### src/rtl/prog_exc_pkg.sv
package prog_exc_pkg;
  localparam int XLEN = 32;
  localparam int SPR_W = 10;

  typedef enum logic [3:0] {
    OP_NONE    = 4'd0,
    OP_TRAP    = 4'd1,
    OP_MFMSR   = 4'd2,
    OP_MTMSR   = 4'd3,
    OP_SEGMOV  = 4'd4,
    OP_DCINV   = 4'd5,
    OP_TLBINV  = 4'd6,
    OP_TLBSYNC = 4'd7,
    OP_RFI     = 4'd8,
    OP_SPR_RD  = 4'd9,
    OP_SPR_WR  = 4'd10,
    OP_QUANT   = 4'd11,
    OP_LCZERO  = 4'd12
  } op_e;

  localparam int CAUSE_FP_BIT   = 20;
  localparam int CAUSE_ILL_BIT  = 19;
  localparam int CAUSE_PRIV_BIT = 18;
  localparam int CAUSE_TRAP_BIT = 17;

  localparam int MSR_PR_BIT  = 14;
  localparam int MSR_LE_BIT  = 0;
  localparam int MSR_ILE_BIT = 16;

  localparam logic [XLEN-1:0] SAVE_MASK  = 32'h87C0_FFFF;
  localparam logic [XLEN-1:0] CLEAR_MASK = 32'h0004_EF36;

  localparam logic [SPR_W-1:0] SPR_XER = 10'd1;
  localparam logic [SPR_W-1:0] SPR_LR  = 10'd8;
  localparam logic [SPR_W-1:0] SPR_CTR = 10'd9;
  localparam logic [SPR_W-1:0] SPR_TBL = 10'd268;
  localparam logic [SPR_W-1:0] SPR_TBU = 10'd269;

  typedef struct packed {
    logic priv;
    logic ill;
    logic trap;
    logic fp;
  } cause_t;
endpackage

### src/rtl/prog_exc_trap_cmp.sv
module prog_exc_trap_cmp #(
  parameter int W = 32
) (
  input  logic [W-1:0] a_i,
  input  logic [W-1:0] b_i,
  input  logic [4:0]   cond_i,
  output logic         hit_o
);
  logic [4:0] rel;

  always_comb begin
    rel[4] = $signed(a_i) < $signed(b_i);
    rel[3] = $signed(a_i) > $signed(b_i);
    rel[2] = a_i == b_i;
    rel[1] = a_i < b_i;
    rel[0] = a_i > b_i;
  end

  assign hit_o = |(rel & cond_i);
endmodule

### src/rtl/prog_exc_detect.sv
module prog_exc_detect
  import prog_exc_pkg::*;
(
  input  logic             valid_i,
  input  op_e              op_i,
  input  logic             pr_i,
  input  logic [SPR_W-1:0] spr_idx_i,
  input  logic             quant_en_i,
  input  logic             lczero_en_i,
  input  logic             trap_hit_i,
  input  logic             fp_exc_i,
  output cause_t           cause_o,
  output logic             exc_o
);
  logic priv_op, rd_ok, wr_ok;
  cause_t raw;

  always_comb begin
    priv_op = op_i inside {OP_MFMSR, OP_MTMSR, OP_SEGMOV, OP_DCINV,
                           OP_TLBINV, OP_TLBSYNC, OP_RFI};
    wr_ok   = spr_idx_i inside {SPR_XER, SPR_LR, SPR_CTR};
    rd_ok   = wr_ok || spr_idx_i inside {SPR_TBL, SPR_TBU};

    raw.priv = pr_i && (priv_op || (op_i == OP_SPR_RD && !rd_ok)
                                || (op_i == OP_SPR_WR && !wr_ok));
    raw.ill  = (op_i == OP_QUANT && !quant_en_i) || (op_i == OP_LCZERO && !lczero_en_i);
    raw.trap = (op_i == OP_TRAP) && trap_hit_i;
    raw.fp   = fp_exc_i;

    // keep only the highest-priority cause
    cause_o = '0;
    if (valid_i) begin
      if      (raw.priv) cause_o.priv = 1'b1;
      else if (raw.ill)  cause_o.ill  = 1'b1;
      else if (raw.trap) cause_o.trap = 1'b1;
      else if (raw.fp)   cause_o.fp   = 1'b1;
    end
    exc_o = |cause_o;
  end
endmodule

### src/rtl/prog_exc_state.sv
module prog_exc_state
  import prog_exc_pkg::*;
#(
  parameter logic [XLEN-1:0] RESET_VEC = 32'h0000_0100,
  parameter logic [XLEN-1:0] EXC_VEC   = 32'h0000_0700
) (
  input  logic            clk_i,
  input  logic            rst_ni,
  input  logic            valid_i,
  input  logic            exc_i,
  input  cause_t          cause_i,
  input  logic            msr_wr_i,
  input  logic [XLEN-1:0] msr_wdata_i,
  input  logic [XLEN-1:0] next_pc_i,
  output logic [XLEN-1:0] pc_o,
  output logic [XLEN-1:0] msr_o,
  output logic [XLEN-1:0] srr0_o,
  output logic [XLEN-1:0] srr1_o
);
  logic [XLEN-1:0] cause_word, msr_le, msr_entry;

  always_comb begin
    cause_word = '0;
    cause_word[CAUSE_PRIV_BIT] = cause_i.priv;
    cause_word[CAUSE_ILL_BIT]  = cause_i.ill;
    cause_word[CAUSE_TRAP_BIT] = cause_i.trap;
    cause_word[CAUSE_FP_BIT]   = cause_i.fp;
    msr_le = msr_o;
    msr_le[MSR_LE_BIT] = msr_o[MSR_ILE_BIT];
    msr_entry = msr_le & ~CLEAR_MASK;
  end

  always_ff @(posedge clk_i or negedge rst_ni) begin
    if (!rst_ni) begin
      pc_o   <= RESET_VEC;
      msr_o  <= '0;
      srr0_o <= '0;
      srr1_o <= '0;
    end else if (exc_i) begin
      srr0_o <= pc_o;
      srr1_o <= cause_word | (msr_o & SAVE_MASK);
      msr_o  <= msr_entry;
      pc_o   <= EXC_VEC;
    end else if (valid_i) begin
      pc_o <= next_pc_i;
      if (msr_wr_i) msr_o <= msr_wdata_i;
    end
  end
endmodule

### src/rtl/prog_exc_unit.sv
module prog_exc_unit
  import prog_exc_pkg::*;
#(
  parameter logic [31:0] RESET_VEC = 32'h0000_0100,
  parameter logic [31:0] EXC_VEC   = 32'h0000_0700
) (
  input  logic        clk_i,
  input  logic        rst_ni,
  input  logic        valid_i,
  input  logic [3:0]  op_i,
  input  logic [31:0] next_pc_i,
  input  logic [31:0] trap_a_i,
  input  logic [31:0] trap_b_i,
  input  logic [4:0]  trap_cond_i,
  input  logic [9:0]  spr_idx_i,
  input  logic [31:0] msr_wdata_i,
  input  logic        quant_en_i,
  input  logic        lczero_en_i,
  input  logic        fp_exc_i,
  output logic        commit_o,
  output logic        exc_o,
  output logic [31:0] pc_o,
  output logic [31:0] msr_o,
  output logic [31:0] srr0_o,
  output logic [31:0] srr1_o
);
  op_e    op;
  logic   trap_hit;
  cause_t cause;

  assign op = op_e'(op_i);

  prog_exc_trap_cmp #(.W(XLEN)) u_cmp (
    .a_i    (trap_a_i),
    .b_i    (trap_b_i),
    .cond_i (trap_cond_i),
    .hit_o  (trap_hit)
  );

  prog_exc_detect u_det (
    .valid_i     (valid_i),
    .op_i        (op),
    .pr_i        (msr_o[MSR_PR_BIT]),
    .spr_idx_i   (spr_idx_i),
    .quant_en_i  (quant_en_i),
    .lczero_en_i (lczero_en_i),
    .trap_hit_i  (trap_hit),
    .fp_exc_i    (fp_exc_i),
    .cause_o     (cause),
    .exc_o       (exc_o)
  );

  assign commit_o = valid_i && !exc_o;

  prog_exc_state #(.RESET_VEC(RESET_VEC), .EXC_VEC(EXC_VEC)) u_state (
    .clk_i       (clk_i),
    .rst_ni      (rst_ni),
    .valid_i     (valid_i),
    .exc_i       (exc_o),
    .cause_i     (cause),
    .msr_wr_i    (commit_o && op == OP_MTMSR),
    .msr_wdata_i (msr_wdata_i),
    .next_pc_i   (next_pc_i),
    .pc_o        (pc_o),
    .msr_o       (msr_o),
    .srr0_o      (srr0_o),
    .srr1_o      (srr1_o)
  );
endmodule

### config.mk
export PLATFORM = sky130hd
export DESIGN_NAME = prog_exc_unit
export DESIGN_NICKNAME = d
export VERILOG_FILES = /design/src/rtl/prog_exc_pkg.sv /design/src/rtl/prog_exc_trap_cmp.sv /design/src/rtl/prog_exc_detect.sv /design/src/rtl/prog_exc_state.sv /design/src/rtl/prog_exc_unit.sv
export SDC_FILE = /design/constraint.sdc
export NUM_CORES = 1
export LEC_CHECK = 0
export ABC_AREA = 1
export BUFFER_PORTS_ARGS = -buffer_cell sky130_fd_sc_hd__buf_2
export CAP_MARGIN = 20
export CORE_MARGIN = 4
export CORE_UTILIZATION = 31
export CTS_BUF_LIST = sky130_fd_sc_hd__clkbuf_16
export DETAILED_ROUTE_END_ITERATION = 8
export PLACE_DENSITY_LB_ADDON = 0.3
export SYNTH_ARGS = -nofsm -noshare
export SYNTH_HDL_FRONTEND = slang
export SYNTH_HIERARCHICAL = 1
export SYNTH_SLANG_ARGS = --single-unit
### constraint.sdc
create_clock -name clk_i -period 2.1 [get_ports clk_i]
set_input_delay 0.105 -clock clk_i [delete_from_list [all_inputs] [get_ports clk_i]]
set_output_delay 0.105 -clock clk_i [all_outputs]
set_load 0.005 [all_outputs]
==> impl_metrics.env <==
export IMPL_tightestPinTransition_ns=0.623
export IMPL_grt_pass1_wl_mm=32.9
export IMPL_gp_congestion=0.806
export IMPL_synth_area_top_cells="dfrtp_1, nand2_1, ha_1"
export IMPL_drt_iter0_markers=206
export IMPL_ys_warn_count=6
export IMPL_syn_area_per_cell_um2=7.94
export IMPL_crit_family="simple AND/OR/NAND/NOR gates"
export IMPL_cp_slowest_cell="ha_4"
export IMPL_pwr_share_clk_pct=37.6
export IMPL_p_int_mw=5.33
export IMPL_p_sw_mw=2.26
export IMPL_r2r_start="u_state/msr_o[14]$_DFFE_PN0P_"
export IMPL_synth_seq_cells=122
export IMPL_drtAntennaViolNets=0
export IMPL_power_density_mw_per_mm2=708
export IMPL_drive_gt1_share_pct=50.9
export IMPL_ys_seq_area_share_pct=51.5
export IMPL_viasPerCell=4.57
export IMPL_cp_arrival_ns=2.78
export IMPL_hold_viol=0
export IMPL_ir_drop_mv=0.560
export IMPL_insertion_delay_ns=0.41
export IMPL_period_share_pct=116
export IMPL_crit_buf_inv=6
export IMPL_pre_cts_ws_ns=-0.832
export IMPL_die_height_um=146
export IMPL_post_route_util_pct=57.1
export IMPL_cpPeakStageDelay_ns=0.20
export IMPL_vias=6364
export IMPL_path_max_fanout=7
export IMPL_start_util_pct=31.6
export IMPL_final_cells=1394
export IMPL_grt_max_degree=66
export IMPL_drt_wl_total_mm=22.6
export IMPL_start_kind="input pin"
export IMPL_synth_top_area_cell="dfrtp_1"
export IMPL_synthesis_area_mm2=0.00593
export IMPL_power_frac_comb_pct=24.5
export IMPL_drc=0
export IMPL_grt_pass1_vias=6190
export IMPL_end_kind="register"
export IMPL_cts_buffers=17
export IMPL_maxSlewViolCount=0
export IMPL_crit_top_cell="nand2_1"
export IMPL_violations="negative setup slack"
export IMPL_htree_levels=4
export IMPL_rsz0062_at_grt="true"
export IMPL_synth_top_cell_area_share_pct=51.0
export IMPL_seqPwrFrac_pct=37.8
export IMPL_synth_async_reset_ratio_pct=100
export IMPL_path_clk_slew_ns=0.06
export IMPL_grt_antenna_before_repair=1
export IMPL_io_buffers=276
export IMPL_tns_ns=-31.44
export IMPL_rows=50
export IMPL_cts_tree="yes"
export IMPL_track_usage_pct=19.1
export IMPL_placedInstanceArea_mm2=0.00813
export IMPL_dp_cells=1255
export IMPL_avgRoutedWirePerCell_um=16.2
export IMPL_postLayoutCellArea_mm2=0.0107
export IMPL_area_delta_synth_final_pct=80.6
export IMPL_io_pins=283
export IMPL_switching_share_pct=29.7
export IMPL_hold_path_class="input pin to register"
export IMPL_hold_ws_ns=0.153
export IMPL_grt_ovfl_total=0
export IMPL_slew_headroom_pct=58.5
export IMPL_final_nets=1331
export IMPL_die_area_mm2=0.0214
export IMPL_numClockSinks=122
export IMPL_synth_most_common_cell="nand2_1"
export IMPL_required_ns=2.44
export IMPL_syn_inst=747
export IMPL_startpoint="trap_b_i[5]"
export IMPL_hpwl_mm=13.9
export IMPL_max_cap_violations=0
export IMPL_min_delay_start="quant_en_i"
export IMPL_status="complete, but fails checks"
export IMPL_critPathKind="input pin to register"
export IMPL_min_period_ns=2.44
export IMPL_yosys_most_used_dff="dfrtp_1"
export IMPL_synth_cell_types=28
export IMPL_cts_root_buf="clkbuf_16"
export IMPL_worst_slack_ns=-0.338
export IMPL_power_mw=7.59
export IMPL_synth_edff_count=0
export IMPL_p_leak_nw=5.92
export IMPL_multi_input_area_mm2=0.00340
export IMPL_regArea_mm2=0.00305
export IMPL_synth_common_cells="nand2_1, dfrtp_1, nand3_1"
export IMPL_finalSetupViolations=124
export IMPL_nFillCells=1664
export IMPL_max_clock_freq_ghz=0.410
export IMPL_fp_dieW_um=146
export IMPL_core_area_mm2=0.0188
export IMPL_fin_skew_ns=0.00738
export IMPL_first_pass_iters=4
export IMPL_clockBufferDepth=2
## state kept, by name, indices dropped and copies added, names as in the netlist
signal,cells
u_state/msr_o,32
u_state/pc_o,32
u_state/srr1_o,26
u_state/srr0_o,32
## placed cells by master (no fill, tap or decap), drive strengths merged
cell,count
clkinvlp,4
a21oi,16
clkinv,8
diode,1
nand3,59
a21o,1
dlygate4sd3,65
inv,59
dfrtp,121
bufinv,2
ha,32
nor2,36
nand2,375
dfstp,1
o21ai,3
buf,339
o21a,2
nand4,4
nor3,3
nor4,1
clkbuf,22
conb,6
## timing repair
item,CTS,global route
setup endpoints to repair,124,124
setup buffers,16,8
hold buffers,65,0
gates cloned,9,9
pin swaps,11,55
endpoints found under the hold margin,126,0
gates resized for setup,48,175
## power groups by stage
stage                     logic (mW)  registers (mW)  clock network (mW)
final                           1.86            2.87                2.86
after global routing            2.04            2.92                3.03
after CTS                       1.63            2.84                2.91
after detailed placement        1.35            2.87                   0
after global placement          1.33            2.87                   0
after floorplan                0.601            2.88                   0
## per-layer routing
metal,wire length [µm],share of wire (%),vias to the layer above,track usage [%]
li1,-,-,3113,-
met1,9190,41,3005,23.4
met2,11700,52,202,33.1
met3,1140,5.0,44,4.66
met4,533,2.4,0,6.30
met5,0,0,-,0
## cell type report
class                      instances  share of cell area, %
multi-input combinational        538                   31.7
timing repair buffer             409                   29.1
sequential                       122                   28.5
clock buffer                      17                   3.97
tap                              234                   2.73
inverter                          57                   2.50
clock inverter                    15                   1.38
timing repair inverter             1                 0.0817
antenna                            1                 0.0233
## kinds of logic after synthesis
logic type | count (synthesis) | share of synthesized area [%]
AO/OA/AOI/OAI | 22 | 2.26
adder cells (fa/ha/maj) | 32 | 6.75
buffers and inverters | 93 | 6.77
other | 1 | 0.0632
flip-flops | 122 | 51.5
AND/OR/NAND/NOR | 477 | 32.7
## worst register-to-register path: stages (launching register included)
cell and delay, ns:
dfrtp_1 0.42, nand3_1 0.18, nand3_4 0.12, buf_6 0.14, buf_6 0.11, nor2_4 0.16
buf_6 0.15, clkbuf_16 0.18, nand2_2 0.06, nand2_1 0.07
## worst paths after layout
| path | slack (ns) | cells after the start | to |
|---|---|---|---|
| max | -0.34 | 28 | u_state/pc_o[3]$_DFFE_PN0P_ |
| min | 0.15 | 6 | u_state/srr1_o[19]$_DFFE_PN0P_ |
| max reg2reg | 0.44 | 9 | u_state/pc_o[3]$_DFFE_PN0P_ |
| min reg2reg | 0.46 | 2 | u_state/srr0_o[1]$_DFFE_PN0P_ |
| max in group asynchronous | 1.10 | 3 | u_state/msr_o[16]$_DFFE_PN0P_ |
| min in group asynchronous | 0.26 | 2 | u_state/pc_o[6]$_DFFE_PN0P_ |
Note: power is estimated with default switching activity, not from simulation.
